===== config.mk =====
export PLATFORM = sky130hd
export DESIGN_NAME = adc_mux_serial
export DESIGN_NICKNAME = d
export VERILOG_FILES = /design/src/rtl/adcs_pkg.sv /design/src/rtl/adcs_frame_cnt.sv /design/src/rtl/adcs_addr_reg.sv /design/src/rtl/adcs_shifter.sv /design/src/rtl/adc_mux_serial.sv
export SDC_FILE = /design/constraint.sdc
export NUM_CORES = 1
export LEC_CHECK = 0
export ABC_CLOCK_PERIOD_IN_PS = 3800
export BUFFER_PORTS_ARGS = -buffer_cell sky130_fd_sc_hd__buf_2
export CAP_MARGIN = 0
export CORE_AREA = 2 2 76 71
export DETAILED_ROUTE_END_ITERATION = 16
export DIE_AREA = 0 0 78 73
export PLACE_DENSITY = 0.71
export SLEW_MARGIN = 5
export SYNTH_ARGS = -nofsm -noshare
export SYNTH_HDL_FRONTEND = slang
export SYNTH_HIERARCHICAL = 1
export SYNTH_SLANG_ARGS = --single-unit

===== constraint.sdc =====
create_clock -name sclk -period 3.8 [get_ports sclk]
set_input_delay 0.38 -clock sclk [delete_from_list [all_inputs] [get_ports sclk]]
set_output_delay 0.38 -clock sclk [all_outputs]
set_load 0.005 [all_outputs]

===== src/rtl/adcs_pkg.sv =====
package adcs_pkg;
  localparam int NCH_DEF   = 8;   // number of inputs
  localparam int RES_DEF   = 12;  // sample width
  localparam int FRAME_DEF = 16;  // clocks per frame
  localparam int ADDR_EDGE = 3;   // first rising edge that carries an address bit
endpackage


===== src/rtl/adcs_frame_cnt.sv =====
module adcs_frame_cnt #(
  parameter int FRAME_LEN = 16,
  localparam int CW = $clog2(FRAME_LEN)
) (
  input  logic          sclk,
  input  logic          frm_rst_n,
  output logic [CW-1:0] cnt
);
  logic [CW-1:0] cnt_nxt;

  always_comb begin
    if (cnt == CW'(FRAME_LEN - 1)) cnt_nxt = '0;
    else                           cnt_nxt = cnt + 1'b1;
  end

  // Cleared while the frame select is inactive; counts rising edges otherwise.
  always_ff @(posedge sclk or negedge frm_rst_n) begin
    if (!frm_rst_n) cnt <= '0;
    else            cnt <= cnt_nxt;
  end
endmodule


===== src/rtl/adcs_addr_reg.sv =====
module adcs_addr_reg #(
  parameter int FRAME_LEN = 16,
  parameter int NCH       = 8,
  parameter int FIRST     = 3,
  localparam int CW = $clog2(FRAME_LEN),
  localparam int AW = $clog2(NCH)
) (
  input  logic          sclk,
  input  logic          rst_n,
  input  logic          cs_n,
  input  logic [CW-1:0] cnt,
  input  logic          din,
  output logic [AW-1:0] active_ch
);
  localparam int LO = FIRST - 1;
  localparam int HI = FIRST - 2 + AW;

  logic [AW-1:0] shadow, shadow_nxt, active_nxt;
  logic          cap_en, commit_en;

  always_comb begin
    cap_en     = !cs_n && (int'(cnt) >= LO) && (int'(cnt) <= HI);
    commit_en  = !cs_n && (cnt == CW'(FRAME_LEN - 1));
    shadow_nxt = cap_en ? {shadow[AW-2:0], din} : shadow;
    active_nxt = commit_en ? shadow : active_ch;
  end

  // Only power-on reset touches these; the frame select never does.
  always_ff @(posedge sclk or negedge rst_n) begin
    if (!rst_n) begin
      shadow    <= '0;
      active_ch <= '0;
    end else begin
      shadow    <= shadow_nxt;
      active_ch <= active_nxt;
    end
  end
endmodule


===== src/rtl/adcs_shifter.sv =====
module adcs_shifter #(
  parameter int FRAME_LEN = 16,
  parameter int NCH       = 8,
  parameter int RES       = 12,
  localparam int CW = $clog2(FRAME_LEN),
  localparam int AW = $clog2(NCH)
) (
  input  logic             sclk,
  input  logic             rst_n,
  input  logic             frm_rst_n,
  input  logic             cs_n,
  input  logic [CW-1:0]    cnt,
  input  logic [AW-1:0]    active_ch,
  input  logic [NCH*RES-1:0] samples,
  output logic             dout_q
);
  logic [FRAME_LEN-1:0] word, word_nxt;
  logic [RES-1:0]       sel;
  logic                 latch_en;
  logic                 dout_nxt;

  always_comb begin
    sel      = samples[int'(active_ch)*RES +: RES];
    latch_en = !cs_n && (cnt == '0);
    word_nxt = latch_en ? {{(FRAME_LEN-RES){1'b0}}, sel} : word;
  end

  always_ff @(posedge sclk or negedge rst_n) begin
    if (!rst_n) word <= '0;
    else        word <= word_nxt;
  end

  // After falling edge k the next bit for rising edge k+1 is presented.
  always_comb begin
    if (cnt == '0) dout_nxt = 1'b0;
    else           dout_nxt = word[CW'(FRAME_LEN - 1) - cnt];
  end

  always_ff @(negedge sclk or negedge frm_rst_n) begin
    if (!frm_rst_n) dout_q <= 1'b0;
    else            dout_q <= dout_nxt;
  end
endmodule


===== src/rtl/adc_mux_serial.sv =====
module adc_mux_serial
  import adcs_pkg::*;
#(
  parameter int NCH       = NCH_DEF,
  parameter int RES       = RES_DEF,
  parameter int FRAME_LEN = FRAME_DEF,
  localparam int CW = $clog2(FRAME_LEN),
  localparam int AW = $clog2(NCH)
) (
  input  logic               rst_n,
  input  logic               sclk,
  input  logic               cs_n,
  input  logic               din,
  input  logic [NCH*RES-1:0] samples,
  output logic               dout
);
  logic          frm_rst_n;
  logic [CW-1:0] frame_cnt;
  logic [AW-1:0] active_ch;
  logic          dout_q;

  assign frm_rst_n = rst_n & ~cs_n;

  adcs_frame_cnt #(.FRAME_LEN(FRAME_LEN)) u_cnt (
    .sclk(sclk), .frm_rst_n(frm_rst_n), .cnt(frame_cnt)
  );

  adcs_addr_reg #(.FRAME_LEN(FRAME_LEN), .NCH(NCH), .FIRST(ADDR_EDGE)) u_addr (
    .sclk(sclk), .rst_n(rst_n), .cs_n(cs_n), .cnt(frame_cnt),
    .din(din), .active_ch(active_ch)
  );

  adcs_shifter #(.FRAME_LEN(FRAME_LEN), .NCH(NCH), .RES(RES)) u_shift (
    .sclk(sclk), .rst_n(rst_n), .frm_rst_n(frm_rst_n), .cs_n(cs_n),
    .cnt(frame_cnt), .active_ch(active_ch), .samples(samples), .dout_q(dout_q)
  );

  assign dout = dout_q & ~cs_n;
endmodule


==> flow_metrics.tcl, run 1 <==
set metrics [dict create \
    filler_cell_count 495 \
    yosysUniqueCellTypes 36 \
    dp.cells 337 \
    rsz0062_at_grt "false" \
    ir_drop_mv 0.143 \
    p_leak_nw 1.10 \
    gr-total-overflow 0 \
    status "completed" \
    dpl_cell_area_um2 2420 \
    grt_max_degree 50 \
    synth-seq-cells 23 \
    hold_buffers 0 \
    routedWlPerCell_um 13.5 \
    required_ns 2.01 \
    cts-root-buf "clkbuf_8" \
    worst_pin_slew_ns 1.11 \
    cp.arrival_ns 1.78 \
    clock_latency_ns 0.28 \
    path_clk_slew_ns 0.09 \
    antenna_found_initial 0 \
    netlist_instances 183 \
    num_vias 1789 \
    final_area_um2 2470 \
    synth_largest_area_cell "dfrtp_1" \
    cts_resized 0 \
    first_pass_iters 4 \
    tns_ns 0 \
    drt_iter0_markers 39 \
    synth_top_flop_cell "dfrtp_1" \
    endpoint_kind "register" \
    ys_seq_area_frac 0.302 \
    cts_setup_buffers 0 \
    grt_pass1_vias 1798 \
    areaGrowthSynthToFinish_pct 29.7 \
    syn-cell-area_um2 1900 \
    postRouteAntennaNets 0 \
    place_ws_ns 0.263 \
    io_pins 101 \
    cts_made_buffers 3 \
    synth_edf_count 0 \
    dpl.hpwl_mm 3.69 \
    critPathLaunchType "register" \
    place_congestion 0.801 \
    ctsLongestPathBuffers 2 \
    synth_area_leaders "dfrtp_1 29%, mux2_2 16%, mux2i_1 14%" \
    cts_htree_levels 1 \
    grt_util_all_layers 0.164 \
    grt_pass1_wl_mm 7.71 \
    async_flop_share 1.00 \
    r2r_cells 3 \
    coreArea_um2 5000 \
    drv_slew 0 \
    setup_violations 0 \
    avgSynthCellArea_um2 10.4 \
    die-area_um2 5690 \
    drt_wl_total_mm 4.62 \
    final_cells 341 \
    hp-class "input pin to async pin" \
    maxSlewHeadroom 0.263 \
    vias_per_cell 5.25 \
    die_w_um 78 \
    power_per_cell_area_nw_per_um2 213 \
    crit_fanout 16 \
    max-cap-violations 0 \
    setup_slack_ns 0.229 \
    p_total_uw 525 \
    synth_top_cell_area_share 0.289 \
    multi_input_area_um2 1250 \
    layout.nets 376 \
    drcViolationCount 0 \
    finalHoldViolations 0 \
    start_util 0.380 \
    critical_path_class "register to register" \
    final_layout_size_suffix_gt1_frac 0.500 \
    cts_tree "built" \
    yosys_warnings 6 \
    clock-sinks 23 \
    n_antenna_cell 0 \
    register_area_um2 577 \
    num_rows 25 \
    fin_skew_ns 0.0141 \
    port_buffers 100 \
    die_h_um 73 \
    syn-num-nets 284 \
]
[final timing paths]
kind | start | endpoint | slack [ns]
worst max-delay path | u_cnt/cnt[0]$_DFF_PN0_ | u_shift/dout_q$_DFF_NN0_ | 0.23
worst min-delay path | rst_n | u_shift/word[4]$_DFFE_PN0P_ | 0.03
worst max register to register | u_cnt/cnt[0]$_DFF_PN0_ | u_shift/dout_q$_DFF_NN0_ | 0.23
worst min register to register | u_shift/word[0]$_DFFE_PN0P_ | u_shift/word[0]$_DFFE_PN0P_ | 0.52
max in group asynchronous | rst_n | u_shift/dout_q$_DFF_NN0_ | 1.24
min in group sclk | din | u_addr/shadow[0]$_DFFE_PN0P_ | 0.48
[flip-flops by register name, indices dropped and copies added (netlist names)]
name	flops
u_addr/shadow	3
u_cnt/cnt	4
u_addr/active_ch	3
u_shift/dout_q	1
u_shift/word	12
[report_power, final]
group	switching, mW	internal [mW]	total [mW]
clock	0.0829	0.0742	0.157
combinational	0.0399	0.0680	0.108
sequential	0.00466	0.256	0.260
[Yosys cell counts, types with 2 or more instances]
| master | instances |
|---|---|
| o22a_1 | 2 |
| o211a_1 | 2 |
| clkbuf_1 | 6 |
| o21ai_0 | 12 |
| nand2b_1 | 2 |
| a22o_1 | 12 |
| mux4_1 | 3 |
| a21oi_1 | 3 |
| mux2i_1 | 26 |
| nor2_1 | 5 |
| o31ai_1 | 12 |
| nor2b_1 | 4 |
| or2b_1 | 2 |
| buf_2 | 4 |
| nand2_1 | 3 |
| buf_4 | 3 |
| o22ai_1 | 13 |
| mux2_2 | 27 |
| nor3_1 | 3 |
| nand3_1 | 2 |
| dfrtp_1 | 22 |
[routing by layer]
metal  track usage  wire length [um]
met2         0.304              2300
met5             0                 0
met1         0.208              2040
met3        0.0260               267
met4        0.0253                 8
[cells by family after synthesis]
family,synth area share
xor+xnor,0.00460
compound gates,0.218
buf+inv,0.0421
fa+ha+maj,0.00657
mux,0.338
flops,0.302
simple gates,0.0888
[final cells by class]
cell class | count | share of cell area
Sequential cell | 23 | 0.234
Clock inverter | 1 | 0.00304
Multi-Input combinational cell | 145 | 0.505
Tap cell | 67 | 0.0340
Timing Repair Buffer | 101 | 0.206
Inverter | 1 | 0.00152
Clock buffer | 3 | 0.0167
[per-stage QoR]
| stage | hold WS (ns) | util |
|---|---|---|
| detailed placement | 0.342 | 0.484 |
| floorplan | 0.0844 | - |
| finish | 0.0337 | 0.493 |
| global route | 0.0601 | 0.493 |
| global placement | 0.331 | 0.484 |
| CTS | 0.0506 | 0.493 |
[cell usage in the layout, fill, tap and decap left out]
master	instances
dfrtp_2	1
nor3_1	3
buf_4	1
o22ai_1	13
o22a_1	2
a311oi_1	1
nor2_1	5
and2b_2	1
a22o_1	12
dfrtp_1	21
and4b_1	1
clkbuf_8	3
nand2_1	3
nor2b_1	4
inv_1	1
xor2_1	1
nand4_1	1
nand3_1	2
buf_2	100
clkinvlp_4	1
or4_4	1
or2b_1	2
or2_2	1
nand2b_1	2
a311o_1	1
o21ai_0	12
mux4_1	3
or4b_1	1
mux2i_1	26
o211a_1	2
mux2_2	27
ha_1	1
a21oi_1	3
o31ai_1	12
dfrtn_1	1
or2_4	1
a31oi_1	1
[critical path, stage by stage (launching register included)]
cell	delay, ns
dfrtp_1	0.62
mux4_1	0.61
mux2i_1	0.18
mux2i_1	0.10
Note: power is estimated with default switching activity, not from simulation.
==> run 2, diff against run 1 <==
--- a/config.mk
+++ b/config.mk
@@ -7,10 +7,10 @@
 export LEC_CHECK = 0
 export ABC_CLOCK_PERIOD_IN_PS = 3800
 export BUFFER_PORTS_ARGS = -buffer_cell sky130_fd_sc_hd__buf_2
-export CAP_MARGIN = 0
-export CORE_AREA = 2 2 76 71
+export CAP_MARGIN = 15
+export CORE_AREA = 2 2 93 59
 export DETAILED_ROUTE_END_ITERATION = 16
-export DIE_AREA = 0 0 78 73
+export DIE_AREA = 0 0 95 61
 export PLACE_DENSITY = 0.71
 export SLEW_MARGIN = 5
 export SYNTH_ARGS = -nofsm -noshare
==> constraint.sdc (replaced) <==
create_clock -name sclk -period 3.8 [get_ports sclk]
set_input_delay 0.38 -clock sclk [delete_from_list [all_inputs] [get_ports sclk]]
set_output_delay 0.38 -clock sclk [all_outputs]
set_load 0.02 [all_outputs]
==> run 2 against run 1 <==
Effect of this change:
- wire length increased by 4.9%
- non-clock buffer count is 2 higher
- global-route usage increased by 0.93 points
- setup slack improved by 0.13 ns
- count of clock-buffer cells in the layout unchanged
- sequential cell count did not move
- critical path depth stayed put
- via count up 0.84%
- critical path type unchanged
- critical endpoint unchanged
- largest cell class unchanged
==> flow_metrics.tcl, run 2 (synthesis gave the netlist of run 1 again) <==
set metrics [dict create \
    cts-root-buf "clkbuf_8" \
    cp.arrival_ns 1.65 \
    power_per_cell_area_nw_per_um2 213 \
    fin_skew_ns 0.0116 \
    cp_cell_sequence "mux4_1, mux2i_1, mux2i_1" \
    reg2reg_slack_ns 0.36 \
    final_cell_mix "100 x buf_2, 27 x mux2_2, 26 x mux2i_1, 21 x dfrtp_1, 13 x o22ai_1" \
    regMostFlops "u_shift/word" \
    crit_fanout 11 \
    grt_max_degree 50 \
    cts_htree_levels 1 \
    final_cells 342 \
    gr-total-overflow 0 \
    cts_tree "built" \
    critical_path_class "register to register" \
    die_h_um 61 \
    setup_violations 0 \
    clock-sinks 23 \
    ctsLongestPathBuffers 2 \
    dpl_cell_area_um2 2430 \
    critPathLaunchType "register" \
    drv_slew 0 \
    largest_register_ffs 12 \
    rr_startpoint "u_cnt/cnt[0]$_DFF_PN0_" \
    drt_wl_total_mm 4.84 \
    hp-class "input pin to async pin" \
    max-cap-violations 0 \
    num_vias 1804 \
    num_rows 20 \
    hold_buffers 0 \
    cts_setup_buffers 0 \
    cts_resized 0 \
    die_w_um 95 \
    rsz0062_at_grt "false" \
    drcViolationCount 0 \
    slowest_delay_ns 0.61 \
    dp.cells 338 \
    path_common_cell "mux2i_1" \
    dpl.hpwl_mm 3.90 \
    tns_ns 0 \
    final_area_um2 2480 \
    place_congestion 0.805 \
    crit_slowest_cell "mux4_1" \
    coreArea_um2 4930 \
    critPathTopFamily "multiplexers" \
    grt_pass1_vias 1696 \
    filler_cell_count 450 \
    required_ns 2.01 \
    finalHoldViolations 0 \
    areaGrowthSynthToFinish_pct 30.4 \
    grt_pass1_wl_mm 7.76 \
    reg_top3 "u_shift/word (12), u_cnt/cnt (4)" \
    status "completed" \
    final_layout_size_suffix_gt1_frac 0.504 \
    clock_latency_ns 0.27 \
    first_pass_iters 4 \
    drt_iter0_markers 55 \
    worst_pin_slew_ns 1.11 \
    layout_commonest_cell "buf_2" \
    ir_drop_mv 0.137 \
    cts_made_buffers 3 \
    maxSlewHeadroom 0.259 \
    path_clk_slew_ns 0.09 \
    routedWlPerCell_um 14.2 \
    layout.nets 378 \
    p_total_uw 528 \
    p_leak_nw 1.10 \
    port_buffers 100 \
    grt_util_all_layers 0.174 \
    die-area_um2 5800 \
    io_pins 101 \
    start_util 0.386 \
    antenna_found_initial 0 \
    postRouteAntennaNets 0 \
    cp_num_buf_inv 0 \
    timing.critical_path.from "u_cnt/cnt[0]$_DFF_PN0_" \
    n_antenna_cell 0 \
    vias_per_cell 5.27 \
    endpoint_kind "register" \
]
==> run 2: final timing paths <==
path	to	cells after the start
min in group sclk	u_addr/shadow[0]$_DFFE_PN0P_	4
min reg2reg	u_shift/word[3]$_DFFE_PN0P_	2
max in group asynchronous	u_shift/dout_q$_DFF_NN0_	2
min	u_shift/word[1]$_DFFE_PN0P_	2
max	u_shift/dout_q$_DFF_NN0_	3
max reg2reg	u_shift/dout_q$_DFF_NN0_	3
==> run 2: cell type report <==
cell class,count,area [um2],area share
Clock inverter,1,7.51,0.00302
Tap cell,66,82.6,0.0333
Clock buffer,3,41.3,0.0166
Inverter,1,3.75,0.00151
Timing Repair Buffer,103,523,0.211
Sequential cell,23,577,0.232
Multi-Input combinational cell,145,1250,0.503
==> run 2: routing by layer <==
layer | wire [um] | track usage | vias to the layer above
met2 | 2130 | 0.277 | 67
li1 | - | - | 914
met3 | 287 | 0.0323 | 2
met4 | 29 | 0.0331 | 0
met5 | 0 | 0 | -
met1 | 2400 | 0.252 | 821
==> run 2: worst reg2reg max path, stage by stage, from the launching register on <==
cell and delay (ns):
dfrtp_1 0.53, mux4_1 0.61, mux2i_1 0.15, mux2i_1 0.09
==> run 2: per-stage QoR <==
stage | worst slack, ns | hold slack, ns | utilization
after global placement | 0.379 | 0.378 | 0.494
after detailed placement | 0.368 | 0.384 | 0.494
after global routing | 0.298 | 0.0905 | 0.504
final | 0.362 | 0.0783 | 0.504
after CTS | 0.352 | 0.0867 | 0.504
after floorplan | 0.403 | 0.0844 | -
==> run 2: report_power, final <==
part           internal (mW)  switching (mW)  total (mW)
Sequential             0.256         0.00436       0.260
Clock                 0.0742          0.0840       0.158
Combinational         0.0687          0.0407       0.109
Total                  0.399           0.129       0.528
